<file path="src/rtl/llsc_resv_pkg.sv">
package llsc_resv_pkg;

  typedef enum logic [1:0] {
    SC_FAIL    = 2'd0,
    SC_PASS    = 2'd1,
    SC_MAILBOX = 2'd2
  } sc_code_e;

endpackage

</file>
<file path="src/rtl/llsc_resv_store.sv">
module llsc_resv_store #(
  parameter int PADDR_W   = 40,
  parameter int GRAN_BITS = 4,
  localparam int TAG_W    = PADDR_W - GRAN_BITS
) (
  input  logic             clk,
  input  logic             rst_n,
  input  logic             lr_valid,
  input  logic [PADDR_W-1:0] lr_paddr,
  input  logic             consume,
  input  logic             snp_valid,
  input  logic [PADDR_W-1:0] snp_paddr,
  output logic             resv_valid,
  output logic [TAG_W-1:0] resv_tag
);

  logic             valid_q, valid_d;
  logic [TAG_W-1:0] tag_q, tag_d;
  logic             snp_hit;
  logic             upd_en;

  assign snp_hit = snp_valid && valid_q && (snp_paddr[PADDR_W-1:GRAN_BITS] == tag_q);

  always_comb begin
    valid_d = valid_q;
    tag_d   = tag_q;
    if (consume) valid_d = 1'b0;
    if (snp_hit) valid_d = 1'b0;
    if (lr_valid) begin
      valid_d = 1'b1;
      tag_d   = lr_paddr[PADDR_W-1:GRAN_BITS];
    end
  end

  assign upd_en = lr_valid | consume | snp_hit;

  always_ff @(posedge clk or negedge rst_n) begin
    if (!rst_n) begin
      valid_q <= 1'b0;
      tag_q   <= '0;
    end else if (upd_en) begin
      valid_q <= valid_d;
      tag_q   <= tag_d;
    end
  end

  assign resv_valid = valid_q;
  assign resv_tag   = tag_q;

  p_lr_install_r1: assert property (@(posedge clk) disable iff (!rst_n)
    lr_valid |=> (resv_valid && resv_tag == $past(lr_paddr[PADDR_W-1:GRAN_BITS])));

  p_lr_wins_r8: assert property (@(posedge clk) disable iff (!rst_n)
    (lr_valid && (snp_valid || consume)) |=> resv_valid);

  p_snoop_clear_r7: assert property (@(posedge clk) disable iff (!rst_n)
    (snp_valid && resv_valid && !lr_valid &&
     snp_paddr[PADDR_W-1:GRAN_BITS] == resv_tag) |=> !resv_valid);

  p_consume_clear_r3: assert property (@(posedge clk) disable iff (!rst_n)
    (consume && !lr_valid) |=> !resv_valid);

endmodule

</file>
<file path="src/rtl/llsc_resv_check.sv">
module llsc_resv_check
  import llsc_resv_pkg::*;
#(
  parameter int PADDR_W   = 40,
  parameter int GRAN_BITS = 4,
  localparam int TAG_W    = PADDR_W - GRAN_BITS
) (
  input  logic               sc_valid,
  input  logic [PADDR_W-1:0] sc_paddr,
  input  logic               sc_uncached,
  input  logic               resv_valid,
  input  logic [TAG_W-1:0]   resv_tag,
  output sc_code_e           code,
  output logic               issue,
  output logic               consume,
  output logic               pass_evt,
  output logic               fail_evt
);

  logic tag_match;

  assign tag_match = (sc_paddr[PADDR_W-1:GRAN_BITS] == resv_tag);

  always_comb begin
    code     = SC_FAIL;
    issue    = 1'b0;
    consume  = 1'b0;
    pass_evt = 1'b0;
    fail_evt = 1'b0;
    if (sc_valid) begin
      if (sc_uncached) begin
        code  = SC_MAILBOX;
        issue = 1'b1;
      end else begin
        consume = 1'b1;
        if (resv_valid && tag_match) begin
          code     = SC_PASS;
          issue    = 1'b1;
          pass_evt = 1'b1;
        end else begin
          fail_evt = 1'b1;
        end
      end
    end
  end

endmodule

</file>
<file path="src/rtl/llsc_fail_track.sv">
module llsc_fail_track #(
  parameter int FAIL_CNT_W    = 32,
  parameter int WARN_INTERVAL = 100000,
  localparam int PH_W         = (WARN_INTERVAL > 2) ? $clog2(WARN_INTERVAL) : 1,
  localparam bit POW2         = ((WARN_INTERVAL & (WARN_INTERVAL - 1)) == 0)
) (
  input  logic clk,
  input  logic rst_n,
  input  logic fail_evt,
  input  logic pass_evt,
  output logic warn
);

  localparam logic [FAIL_CNT_W-1:0] CNT_MAX = '1;

  logic [FAIL_CNT_W-1:0] cnt_q, cnt_d;
  logic                  inc_evt;
  logic                  cnt_en;
  logic                  wrap_hit;
  logic                  warn_q, warn_d;

  assign inc_evt = fail_evt && !pass_evt && (cnt_q != CNT_MAX);
  assign cnt_en  = pass_evt | inc_evt;

  always_comb begin
    cnt_d = cnt_q;
    if (pass_evt)     cnt_d = '0;
    else if (inc_evt) cnt_d = cnt_q + 1'b1;
  end

  generate
    if (POW2) begin : g_pow2
      assign wrap_hit = (cnt_d[PH_W-1:0] == '0);
    end else begin : g_phase
      localparam logic [PH_W-1:0] PH_LAST = PH_W'(WARN_INTERVAL - 1);
      logic [PH_W-1:0] ph_q, ph_d;
      always_comb begin
        ph_d = ph_q;
        if (pass_evt)     ph_d = '0;
        else if (inc_evt) ph_d = (ph_q == PH_LAST) ? '0 : ph_q + 1'b1;
      end
      always_ff @(posedge clk or negedge rst_n) begin
        if (!rst_n)      ph_q <= '0;
        else if (cnt_en) ph_q <= ph_d;
      end
      assign wrap_hit = (ph_q == PH_LAST);
    end
  endgenerate

  assign warn_d = inc_evt && wrap_hit;

  always_ff @(posedge clk or negedge rst_n) begin
    if (!rst_n) begin
      cnt_q  <= '0;
      warn_q <= 1'b0;
    end else begin
      warn_q <= warn_d;
      if (cnt_en) cnt_q <= cnt_d;
    end
  end

  assign warn = warn_q;

  p_count_step_r6: assert property (@(posedge clk) disable iff (!rst_n)
    (fail_evt && !pass_evt && cnt_q != CNT_MAX) |=> (cnt_q == $past(cnt_q) + 1'b1));

  p_saturate_r10: assert property (@(posedge clk) disable iff (!rst_n)
    (fail_evt && cnt_q == CNT_MAX) |=> (cnt_q == CNT_MAX && !warn));

  p_pass_zero_r5: assert property (@(posedge clk) disable iff (!rst_n)
    pass_evt |=> (cnt_q == '0 && !warn));

  p_warn_single_r6: assert property (@(posedge clk) disable iff (!rst_n)
    warn |=> !warn);

endmodule

</file>
<file path="src/rtl/llsc_resv_monitor.sv">
module llsc_resv_monitor
  import llsc_resv_pkg::*;
#(
  parameter int PADDR_W       = 40,
  parameter int CPU_ID_W      = 4,
  parameter int GRAN_BITS     = 4,
  parameter int FAIL_CNT_W    = 32,
  parameter int WARN_INTERVAL = 100000
) (
  input  logic                clk,
  input  logic                rst_n,
  input  logic [CPU_ID_W-1:0] cpu_id,
  input  logic                lr_valid,
  input  logic [PADDR_W-1:0]  lr_paddr,
  input  logic                sc_valid,
  input  logic [PADDR_W-1:0]  sc_paddr,
  input  logic                sc_uncached,
  input  logic                snp_valid,
  input  logic [PADDR_W-1:0]  snp_paddr,
  output logic                resp_valid,
  output logic                resp_issue,
  output logic [1:0]          resp_code,
  output logic                warn_pulse,
  output logic [CPU_ID_W-1:0] warn_cpu_id
);

  localparam int TAG_W = PADDR_W - GRAN_BITS;

  logic             resv_valid;
  logic [TAG_W-1:0] resv_tag;
  sc_code_e         chk_code;
  logic             chk_issue, chk_consume, chk_pass, chk_fail;
  logic             warn_evt;

  logic                valid_q;
  logic                issue_q;
  sc_code_e            code_q;
  logic [CPU_ID_W-1:0] id_q;
  logic [CPU_ID_W-1:0] id_hold_q;

  llsc_resv_store #(.PADDR_W(PADDR_W), .GRAN_BITS(GRAN_BITS)) u_store (
    .clk        (clk),
    .rst_n      (rst_n),
    .lr_valid   (lr_valid),
    .lr_paddr   (lr_paddr),
    .consume    (chk_consume),
    .snp_valid  (snp_valid),
    .snp_paddr  (snp_paddr),
    .resv_valid (resv_valid),
    .resv_tag   (resv_tag)
  );

  llsc_resv_check #(.PADDR_W(PADDR_W), .GRAN_BITS(GRAN_BITS)) u_check (
    .sc_valid    (sc_valid),
    .sc_paddr    (sc_paddr),
    .sc_uncached (sc_uncached),
    .resv_valid  (resv_valid),
    .resv_tag    (resv_tag),
    .code        (chk_code),
    .issue       (chk_issue),
    .consume     (chk_consume),
    .pass_evt    (chk_pass),
    .fail_evt    (chk_fail)
  );

  llsc_fail_track #(.FAIL_CNT_W(FAIL_CNT_W), .WARN_INTERVAL(WARN_INTERVAL)) u_fail (
    .clk      (clk),
    .rst_n    (rst_n),
    .fail_evt (chk_fail),
    .pass_evt (chk_pass),
    .warn     (warn_evt)
  );

  // Response register: decision for the store presented in the previous cycle.
  always_ff @(posedge clk or negedge rst_n) begin
    if (!rst_n) begin
      valid_q <= 1'b0;
      issue_q <= 1'b0;
      code_q  <= SC_FAIL;
    end else begin
      valid_q <= sc_valid;
      issue_q <= chk_issue;
      code_q  <= chk_code;
    end
  end

  // CPU id captured alongside each failing store, presented with the warning.
  always_ff @(posedge clk or negedge rst_n) begin
    if (!rst_n)        id_hold_q <= '0;
    else if (chk_fail) id_hold_q <= cpu_id;
  end

  assign id_q = id_hold_q;

  assign resp_valid  = valid_q;
  assign resp_issue  = issue_q;
  assign resp_code   = code_q;
  assign warn_pulse  = warn_evt;
  assign warn_cpu_id = id_q;

  p_fail_no_issue_r3: assert property (@(posedge clk) disable iff (!rst_n)
    (resp_valid && resp_code == SC_FAIL) |-> !resp_issue);

  p_mailbox_r4: assert property (@(posedge clk) disable iff (!rst_n)
    (sc_valid && sc_uncached) |=> (resp_valid && resp_issue && resp_code == SC_MAILBOX));

  p_resp_timing_r11: assert property (@(posedge clk) disable iff (!rst_n)
    sc_valid |=> resp_valid);

  p_resp_idle_r11: assert property (@(posedge clk) disable iff (!rst_n)
    !sc_valid |=> !resp_valid);

  p_warn_on_fail_r6: assert property (@(posedge clk) disable iff (!rst_n)
    warn_pulse |-> (resp_valid && resp_code == SC_FAIL));

endmodule

</file>
<file path="config.mk">
export PLATFORM = sky130hd
export DESIGN_NAME = llsc_resv_monitor
export DESIGN_NICKNAME = d
export VERILOG_FILES = /design/src/rtl/llsc_resv_pkg.sv /design/src/rtl/llsc_resv_store.sv /design/src/rtl/llsc_resv_check.sv /design/src/rtl/llsc_fail_track.sv /design/src/rtl/llsc_resv_monitor.sv
export SDC_FILE = /design/constraint.sdc
export NUM_CORES = 1
export LEC_CHECK = 0
export BUFFER_PORTS_ARGS = -buffer_cell sky130_fd_sc_hd__clkbuf_2
export CORE_MARGIN = 3
export CORE_UTILIZATION = 30
export CTS_CLUSTER_DIAMETER = 150
export DETAILED_ROUTE_END_ITERATION = 6
export SLEW_MARGIN = 20
export SYNTH_ARGS = -nofsm -noshare
export SYNTH_HDL_FRONTEND = slang
export SYNTH_HIERARCHICAL = 1
export SYNTH_SLANG_ARGS = --single-unit
</file>
<file path="constraint.sdc">
create_clock -name clk -period 8 [get_ports clk]
set_input_delay 1.2 -clock clk [delete_from_list [all_inputs] [get_ports clk]]
set_output_delay 1.2 -clock clk [all_outputs]
set_load 0.02 [all_outputs]
</file>
**Word-level counts from Yosys, hierarchy flattened**

Index checks and enable logic that the tools add are counted.

- Bits in registers: 95
- Input port bits: 130
- Output and inout bits: 9
- Logic and storage cells: 51

- $add $sub $neg: 2
- Equality and inequality tests: 4
- Muxes and demuxes: 21
- Bitwise logic cells: 3
- Reduce and logical (&&, ||, !) cells: 12

Operator list:

| cell | count |
|---|---|
| $eq A36 B36 Y1 | 2 |
| $mux W32 | 2 |
| $mux W17 | 3 |
| $add A32 B1 Y32 const B | 1 |
| $ne A32 B32 Y1 const B | 1 |
| $add A17 B1 Y17 const B | 1 |
| $eq A17 B17 Y1 const B | 1 |
| $mux W1 | 14 |
| $logic_and A1 B1 Y1 | 6 |
| $reduce_and A2 Y1 | 3 |
| $mux W2 | 2 |
| $or A1 B1 Y1 | 3 |
| $reduce_bool A3 Y1 | 1 |
| $reduce_bool A2 Y1 | 1 |
| $logic_not A1 Y1 | 1 |

**Longest topological paths before layout**

Gate-level depths: netlist of run 1.

- Depth in word-level cells: 10
- Depth in mapped cells: 10
- Depth with buffers taken out: 9

**Modules after synthesis**

The synthesis of run 1 kept the hierarchy.

Modules (own cells, without submodules):

| module | times used | cells each | area each (um^2) | sequential area each (um^2) |
|---|---|---|---|---|
| llsc_fail_track | 1 | 318 | 2925.3 | 1251.2 |
| llsc_resv_store | 1 | 128 | 1773.0 | 925.9 |
| llsc_resv_check | 1 | 69 | 544.3 | 0.0 |
| llsc_resv_monitor | 1 | 12 | 245.2 | 200.2 |

**Least setup slack after synthesis of run 1**

Ideal clock, no wire load.

- Path type: input to register
- Start: input sc_paddr[37]
- End: register u_fail.cnt_q[25]
- Library setup time: 79 ps
- Arrival time: 3284 ps
- Data required time: 7921 ps
- Path slack: 4637 ps
- Stages on the path: 10
- Buffers on the path: 1
- Cell sequence: xnor2_1 nor4b_2 nand4_1 o31a_1 inv_1 nor4_2 o2111ai_1 buf_2 or3_2 a21oi_1

- Elaborated cells on any way between the ends: 15
- Those cells by class: eq/ne: 1; mux: 7; bitwise: 1; reduce/logical: 6

RTL lines:

| what | RTL line | RTL |
|---|---|---|
| from (decl) | llsc_resv_monitor.sv:16 | `input logic [PADDR_W-1:0] sc_paddr,` |
| $eq A36 B36 Y1 * | llsc_resv_check.sv:22 | `assign tag_match = (sc_paddr[PADDR_W-1:GRAN_BITS] == resv_tag);` |
| $logic_and A1 B1 Y1 * | llsc_resv_check.sv:36 | `if (resv_valid && tag_match) begin` |
| $mux W1 * | llsc_resv_check.sv:36 |  |
| $mux W1 * | llsc_resv_check.sv:31 | `if (sc_uncached) begin` |
| $mux W1 * | llsc_resv_check.sv:30 | `if (sc_valid) begin` |
| via chk_fail | llsc_resv_monitor.sv:32 | `logic chk_issue, chk_consume, chk_pass, chk_fail;` |
| $logic_and A1 B1 Y1 * (2 in series) | llsc_fail_track.sv:22 | `assign inc_evt = fail_evt && !pass_evt && (cnt_q != CNT_MAX);` |
| $reduce_bool A2 Y1 (no source line) / $or A1 B1 Y1 (equally long branches) | -- |  |
| $reduce_and A2 Y1 (no source line) * | -- |  |
| to (signal assigned) | llsc_fail_track.sv:58 | `if (cnt_en) cnt_q <= cnt_d;` |
| to (decl) | llsc_fail_track.sv:16 | `logic [FAIL_CNT_W-1:0] cnt_q, cnt_d;` |

The timed path passes the listed nets; every way through them passes the cells marked *.
A chain may end at the register's enable or synchronous reset.

**Final worst setup path of run 1**

- Start: input sc_paddr[6]
- End: register u_fail.cnt_q[25]

Same word-level chain as after synthesis.

==> flow_summary.yaml, run 1 <==
worst_setup_path:
  r2r-start: "u_store/resv_tag[2]$_DFFE_PN0P_"
  timing.rr.end: "u_fail/cnt_q[25]$_DFFE_PN0P_"
  crit_fanout: 11
  cp-end-kind: "flop"
  critPathKind: "input pin to flop"
  crit_arrival_ns: 4.36
  r2r_slack_ns: 4.39
  crit_required_ns: 8.26
  setup.worst_path.end: "u_fail/cnt_q[25]$_DFFE_PN0P_"
  start_kind: "input pin"
  crit_path_start: "sc_paddr[6]"
  reg2reg_depth: 9
global_route:
  grt_pass1_vias: 4433
  track_usage_pct: 14.5
  antenna_found_initial: 0
  grt_max_degree: 71
  grt_pass1_wl_mm: 23.3
  grt-ovfl-total: 0
floorplan:
  die-area_um2: 20000
  die_y_um: 141
  core_um2: 17600
  num_rows: 48
  io_pins: 139
  initial_core_util_pct: 31.2
  die_width_um: 141
clock_network:
  max-clock-path-buffers: 2
  clock-sinks: 95
  tritoncts: "built"
  holdBufCountCts: 0
  h-tree-depth: 3
  clk_pin_slew_ns: 0.07
  clock_latency_ns: 0.35
  cts_root_buf: "clkbuf_16"
  cts_resized: 0
  cts_made_buffers: 9
  cts_setup_buffers: 0
drt:
  wirelength_mm: 14.5
  wl_per_cell_um: 16.5
  drtPass1Iterations: 5
  drc: 0
  first_iter_violations: 278
  ant_nets: 0
  vias: 4542
  vias_per_cell: 5.17
synth:
  syn_area_per_cell_um2: 10.4
  ys_types: 57
  syn_area_um2: 5490
  synth_seq_cells: 95
  synthCells: 527
  synth_area_leaders: "dfrtp_1 (43%), mux2_2 (8.8%), xnor2_1 (6.9%)"
  synth.largest_area_cell: "dfrtp_1"
  ys_seq_area_share_pct: 43.3
  synth_top_area_share_pct: 43.3
  ys_warn_count: 6
  synth-edff-count: 0
  synth_ff_type: "dfrtp_1"
  synth_nets: 659
  synthArstFlopShare_pct: 100
run_status:
  run_status: "finished, final reports clean"
finish:
  most-common-layout-cells: "clkbuf_2 (125), dfrtp_1 (95), mux2_2 (43), xnor2_1 (43), xor2_1 (39)"
  final_common_cell: "clkbuf_2"
  num_antenna_cells: 0
  multi_input_area_um2: 2960
  nFillCells: 1748
  fin_area_um2: 6590
  syn_to_final_growth_pct: 20.1
  finalNetCount: 781
  drive_gt1_share_pct: 33.9
  ff_latch_area_um2: 2380
power_and_ir_drop:
  power_leakage_nw: 2.74
  ir_drop_mv: 0.0914
  power.density_nw_per_um2: 188
timing:
  hold_viol_final: 0
  fin_ws_ns: 3.91
  slew_headroom_pct: 30.5
  setup_viol: 0
  whs_ns: 0.513
  worst_pin_slew_ns: 1.04
  period_minus_slack_ns: 4.09
  timing.final.crit_share_pct: 51.2
  finalSetupTns_ns: 0
  fmax_mhz: 244
  finClkSkew_ns: 0.0119
  rsz0062_at_grt: "no"
  report.final.slew_viol_count: 0
placement:
  post-place-ws_ns: 3.53
  io_buffer_count: 126
  place.gp.congestion: 0.879
  place_area_um2: 6310
  place_hpwl_mm: 10.7
hold_path:
  min_path_type: "flop to flop"
  min_from: "warn_cpu_id[3]$_DFFE_PN0P_"
job:
  max-cap-violations: 0
-- routing by layer --
metal | track usage (%) | part of all wire [%] | vias to the layer above
met5 | 0 | 0 | -
met3 | 3.47 | 7.4 | 23
li1 | - | - | 2200
met4 | 5.66 | 2.7 | 0
met2 | 23.7 | 46 | 174
met1 | 18.5 | 44 | 2145
-- synthesized netlist by cell type (all sizes together) (2+ instances only) --
| cell type | instances |
|---|---|
| dfrtp | 95 |
| mux2 | 43 |
| xnor2 | 43 |
| xor2 | 39 |
| nand4 | 36 |
| nor2 | 27 |
| o21ai | 27 |
| a21oi | 26 |
| nor4 | 26 |
| nand2 | 25 |
| nand3 | 23 |
| or3 | 23 |
| nor3 | 13 |
| buf | 10 |
| inv | 9 |
| clkbuf | 8 |
| o31ai | 7 |
| nor2b | 5 |
| or4 | 5 |
| a22o | 4 |
| a31oi | 4 |
| and4 | 3 |
| nand2b | 3 |
| nand3b | 3 |
| nor4b | 3 |
| o311ai | 3 |
| ha | 2 |
-- metrics by stage --
step           instances  util (%)  total power [mW]
3_3_place_gp         863      35.8             0.823
4_1_cts              879      37.5              1.26
5_1_grt              879      37.5              1.31
3_5_place_dp         863      35.8             0.825
2_1_floorplan        527         -             0.736
6_report             879      37.5              1.24
-- cells by family after synthesis --
group	share of synthesized area [%]
simple gates	21.8
flops	43.3
xor+xnor	13.1
compound gates	9.46
mux	9.01
buf+inv	2.87
fa+ha+maj	0.456
-- area by class of cell --
cell class / count / area share [%]
Sequential cell: 95 / 36.1
Clock inverter: 7 / 0.911
Clock buffer: 9 / 3.42
Multi-Input combinational cell: 405 / 44.9
Timing Repair Buffer: 129 / 9.94
Inverter: 9 / 0.512
Tap cell: 225 / 4.27
-- worst min path at each step --
| stage | end | slack [ns] | cells past startpoint |
|---|---|---|---|
| 2_1_floorplan | u_fail/g_phase.ph_q[4]$_DFFE_PN0P_ | 0.48 | 1 |
| 3_3_place_gp | warn_cpu_id[2]$_DFFE_PN0P_ | 0.49 | 1 |
| 3_5_place_dp | warn_cpu_id[3]$_DFFE_PN0P_ | 0.49 | 1 |
| 4_1_cts | warn_cpu_id[3]$_DFFE_PN0P_ | 0.51 | 1 |
| 5_1_grt | warn_cpu_id[1]$_DFFE_PN0P_ | 0.54 | 1 |
| 6_report | warn_cpu_id[3]$_DFFE_PN0P_ | 0.51 | 1 |
-- worst max-delay path, stage by stage --
cell       delay (ns)
clkbuf_2         0.08
xor2_1           0.35
nor4_1           0.11
nand4_1          0.16
o31a_1           0.54
inv_1            0.22
nor4_2           0.46
o2111ai_1        0.50
or3_2            0.57
a21oi_1          0.16
-- power by group --
part | total, mW | internal (mW) | switching [mW]
combinational | 0.225 | 0.111 | 0.114
sequential | 0.592 | 0.529 | 0.0624
clock | 0.421 | 0.218 | 0.203
total | 1.24 | 0.858 | 0.380
-- state kept, by name (all words and copies together) (netlist names) --
register and flops:
u_store/resv_tag 36, u_fail/cnt_q 32, u_fail/g_phase.ph_q 17, warn_cpu_id 4, resp_code 2, resp_issue 1, resp_valid 1, u_fail/warn 1
u_store/resv_valid 1
Note: power is estimated with default switching activity, not from simulation.
==> run 2: changes to the inputs <==
==> constraint.sdc (replaced) <==
create_clock -name clk -period 3.8 [get_ports clk]
set_input_delay 0.57 -clock clk [delete_from_list [all_inputs] [get_ports clk]]
set_output_delay 0.57 -clock clk [all_outputs]
set_load 0.02 [all_outputs]
==> run 2 against run 1 <==
Net effect:
- non-clock buffer count is 3 higher
- die area stayed put
- utilization is 0.20 points higher
- setup slack worse by 3.1 ns
- global-route usage hardly changed
- combinational power is 110% higher
==> flow_summary.yaml, run 2 (synthesized netlist as in run 1, its figures left out) <==
job:
  max-cap-violations: 0
finish:
  final_common_cell: "clkbuf_2"
  multi_input_area_um2: 2960
  fin_util_pct: 37.7
  ff_latch_area_um2: 2380
  syn_to_final_growth_pct: 20.8
  largest_register_ff_count: 36
  drive_gt1_share_pct: 34.2
  num_antenna_cells: 0
  finalNetCount: 784
  nFillCells: 1749
  most-common-layout-cells: "clkbuf_2 (125), dfrtp_1 (95), mux2_2 (43), xnor2_1 (43), xor2_1 (39)"
worst_setup_path:
  crit_fanout: 11
  cp-end-kind: "flop"
  crit_required_ns: 4.08
  start_kind: "flop"
  critPathKind: "flop to flop"
  crit_arrival_ns: 3.28
clock_network:
  cts_root_buf: "clkbuf_16"
  holdBufCountCts: 0
  cts_setup_buffers: 0
  clock-sinks: 95
  cts_made_buffers: 9
  max-clock-path-buffers: 2
  cts_resized: 0
  tritoncts: "built"
  h-tree-depth: 3
  clock_latency_ns: 0.35
  clk_pin_slew_ns: 0.08
drt:
  drc: 0
  ant_nets: 0
  wirelength_mm: 14.5
  drtPass1Iterations: 7
  vias_per_cell: 5.12
  vias: 4514
  first_iter_violations: 255
  wl_per_cell_um: 16.4
power_and_ir_drop:
  power_leakage_nw: 2.76
  power.density_nw_per_um2: 395
  ir_drop_mv: 0.185
  p_total_mw: 2.62
floorplan:
  initial_core_util_pct: 31.2
  core_um2: 17600
  num_rows: 48
  die-area_um2: 20000
  die_y_um: 141
  die_width_um: 141
  io_pins: 139
timing:
  finClkSkew_ns: 0.0103
  setup_viol: 0
  slew_headroom_pct: 34.1
  fmax_mhz: 333
  rsz0062_at_grt: "no"
  hold_viol_final: 0
  report.final.slew_viol_count: 0
  period_minus_slack_ns: 3.00
  worst_pin_slew_ns: 0.989
  fin_ws_ns: 0.796
  timing.final.crit_share_pct: 79.0
  finalSetupTns_ns: 0
global_route:
  grt_max_degree: 71
  grt_pass1_vias: 4463
  grt-ovfl-total: 0
  grt_pass1_wl_mm: 23.0
  track_usage_pct: 14.5
  antenna_found_initial: 0
run_status:
  run_status: "finished, final reports clean"
placement:
  place_hpwl_mm: 10.9
  place.gp.congestion: 0.865
  io_buffer_count: 126
  post-place-ws_ns: 0.605
hold_path:
  min_path_type: "input pin to async pin"
-- run 2: layout make-up --
class	instances	share of cell area [%]
inverters	9	0.510
flip-flops and latches	95	35.9
multi-input cells	405	44.6
repair buffers	132	10.4
well taps	225	4.25
clock buffers	9	3.40
clock inverters	7	0.906
-- run 2: worst max-delay path, stage by stage (launching register included) --
cell and delay [ns]:
dfrtp_1 0.42, xor2_1 0.36, nor4_1 0.10, nand4_1 0.16
o31a_1 0.19, inv_1 0.10, nor4_2 0.42, o2111ai_1 0.47
or3_2 0.55, a21oi_1 0.14
-- run 2: final timing paths --
check | start | end | slack (ns) | cells past startpoint
setup / recovery | u_store/resv_tag[21]$_DFFE_PN0P_ | u_fail/cnt_q[25]$_DFFE_PN0P_ | 0.80 | 9
hold / removal | rst_n | u_store/resv_tag[24]$_DFFE_PN0P_ | 0.33 | 1
setup reg to reg | u_store/resv_tag[21]$_DFFE_PN0P_ | u_fail/cnt_q[25]$_DFFE_PN0P_ | 0.80 | 9
hold reg to reg | warn_cpu_id[3]$_DFFE_PN0P_ | warn_cpu_id[3]$_DFFE_PN0P_ | 0.51 | 1
max in group asynchronous | rst_n | u_fail/cnt_q[7]$_DFFE_PN0P_ | 2.71 | 2
min in group clk | sc_valid | resp_valid$_DFF_PN0_ | 0.39 | 1
-- run 2: stage by stage --
step                instance area [um2]  cells  hold slack (ns)
floorplan                          5490    527            0.274
global placement                   6340    866            0.490
detailed placement                 6340    866            0.495
CTS                                6630    882            0.383
global route                       6630    882            0.381
finish                             6630    882            0.326
-- run 2: power breakdown --
| group | switching, mW | internal, mW | total [mW] | leakage (nW) |
|---|---|---|---|---|
| sequential | 0.132 | 1.11 | 1.25 | 1.20 |
| clock | 0.433 | 0.458 | 0.892 | 0.143 |
| combinational | 0.242 | 0.235 | 0.477 | 1.41 |
| total | 0.807 | 1.81 | 2.62 | 2.76 |
-- run 2: routing by layer --
layer  up-vias  share of wire [%]  global-route usage (%)
met5         -                  0                       0
met4         0                2.1                    5.41
met3        16                7.4                    3.74
met2       158                 46                    24.2
met1      2136                 44                    18.1
li1       2204                  -                       -
==> run 3: changes to the inputs <==
==> constraint.sdc (replaced) <==
create_clock -name clk -period 2.9 [get_ports clk]
set_input_delay 0.435 -clock clk [delete_from_list [all_inputs] [get_ports clk]]
set_output_delay 0.435 -clock clk [all_outputs]
set_load 0.02 [all_outputs]
==> run 3 against run 2 <==
Net effect:
- global-route usage increased by 0.28 points
- count of clock-buffer cells in the layout unchanged
- first-iteration DRC count is 8.6% higher
- clock power grew 40%
- clock skew up 0.0045 ns
- final cell count grew 1.9%
- largest cell class unchanged
- highest routed layer unchanged
==> flow_summary.yaml, run 3 (synthesized netlist as in run 1, its figures left out) <==
run_status:
  run_status: "finished, final reports clean"
power_and_ir_drop:
  power.density_nw_per_um2: 517
  ir_drop_mv: 0.235
  p_total_mw: 3.52
  power_leakage_nw: 2.85
worst_setup_path:
  cp-end-kind: "flop"
  start_kind: "flop"
  r2r-start: "u_store/resv_tag[25]$_DFFE_PN0P_"
  crit_arrival_ns: 2.97
  crit_required_ns: 3.17
  critPathKind: "flop to flop"
  crit_path_start: "u_store/resv_tag[25]$_DFFE_PN0P_"
  crit_fanout: 11
  reg2reg_depth: 10
drt:
  first_iter_violations: 277
  wl_per_cell_um: 16.4
  drtPass1Iterations: 4
  vias_per_cell: 5.08
  wirelength_mm: 14.7
  vias: 4566
  drc: 0
  ant_nets: 0
placement:
  placed_cells: 880
  io_buffer_count: 126
  place.gp.congestion: 0.839
  place_hpwl_mm: 11.2
timing:
  hold_viol_final: 0
  finClkSkew_ns: 0.0149
  slew_headroom_pct: 31.8
  report.final.slew_viol_count: 0
  whs_ns: 0.0552
  finalSetupTns_ns: 0
  timing.final.crit_share_pct: 93.1
  fmax_mhz: 371
  period_minus_slack_ns: 2.70
  worst_pin_slew_ns: 1.02
  setup_viol: 0
  rsz0062_at_grt: "no"
global_route:
  track_usage_pct: 14.8
  grt_max_degree: 55
  grt_pass1_wl_mm: 23.5
  grt-ovfl-total: 0
  grt_pass1_vias: 4542
  antenna_found_initial: 0
clock_network:
  clock_latency_ns: 0.36
  clock-sinks: 95
  cts_root_buf: "clkbuf_16"
  clk_pin_slew_ns: 0.08
  h-tree-depth: 3
  max-clock-path-buffers: 2
  tritoncts: "built"
  cts_made_buffers: 9
finish:
  multi_input_area_um2: 2970
  nFillCells: 1733
  finalNetCount: 801
  drive_gt1_share_pct: 36.2
  largest_register_ff_count: 36
  final_cells: 899
  final_common_cell: "clkbuf_2"
  syn_to_final_growth_pct: 24.0
  ff_latch_area_um2: 2380
  most-common-layout-cells: "clkbuf_2 (125), dfrtp_1 (95), mux2_2 (43), xnor2_1 (43), xor2_1 (38)"
  fin_util_pct: 38.7
  num_antenna_cells: 0
floorplan:
  die_width_um: 141
  die-area_um2: 20000
  die_y_um: 141
  initial_core_util_pct: 31.2
  core_um2: 17600
  io_pins: 139
  num_rows: 48
hold_path:
  min_path_type: "input pin to async pin"
job:
  max-cap-violations: 0
[run 3: changes by cell type in the layout (fill, tap and decap cells not counted)]
cell	before	now
buf_12	1	2
buf_4	6	22
a31oi_1	4	3
a31oi_2	0	1
xor2_2	0	1
xor2_1	39	38
bufinv_16	0	1
clkinv_2	1	0
[run 3: worst paths after layout]
check                                                   endpoint  slack (ns)
worst min-delay path            u_store/resv_tag[31]$_DFFE_PN0P_        0.06
worst max-delay path                u_fail/cnt_q[25]$_DFFE_PN0P_        0.20
worst max register to register      u_fail/cnt_q[25]$_DFFE_PN0P_        0.20
worst min register to register        warn_cpu_id[0]$_DFFE_PN0P_        0.51
min in group clk                            resp_valid$_DFF_PN0_        0.24
max in group asynchronous        u_store/resv_tag[2]$_DFFE_PN0P_        2.13
[run 3: area by class of cell]
class / instances / share of cell area, %
multi-input cells: 405 / 43.7
inverters: 9 / 0.496
clock buffers: 9 / 3.31
well taps: 225 / 4.14
repair buffers: 149 / 12.2
clock inverters: 7 / 1.25
flip-flops and latches: 95 / 34.9
[run 3: what timing repair did]
| action | 4_1_cts | 5_1_grt |
|---|---|---|
| setup endpoints to repair | 0 | 18 |
| gates resized for setup | 0 | 2 |
| setup buffers | 0 | 3 |
| hold buffers | 0 | 0 |
[run 3: critical path, cell delays in order (launching register included)]
cell	delay, ns
dfrtp_1	0.42
xor2_1	0.38
nor4_1	0.13
nand3_1	0.13
o31a_1	0.16
inv_1	0.11
nor4_2	0.39
o2111ai_1	0.16
buf_4	0.19
or3_2	0.40
a21oi_1	0.15
[run 3: where the power goes]
group / switching, mW / total [mW] / internal, mW
sequential: 0.171 / 1.63 / 1.46
combinational: 0.322 / 0.637 / 0.315
clock: 0.563 / 1.25 / 0.689
total: 1.06 / 3.52 / 2.46
[run 3: per-layer routing]
layer | GRT usage (%) | wire length [um] | vias up
li1 | - | - | 2236
met2 | 24.4 | 6770 | 153
met1 | 18.7 | 6500 | 2152
met3 | 3.47 | 1050 | 25
met4 | 6.12 | 407 | 0
met5 | 0 | 0 | -
[run 3: stage by stage]
stage	cell area, um2	setup WS [ns]
floorplan	5490	0.302
global route	6810	0.0302
CTS	6770	0.0317
finish	6810	0.201
global placement	6460	-0.0213
detailed placement	6460	-0.0596
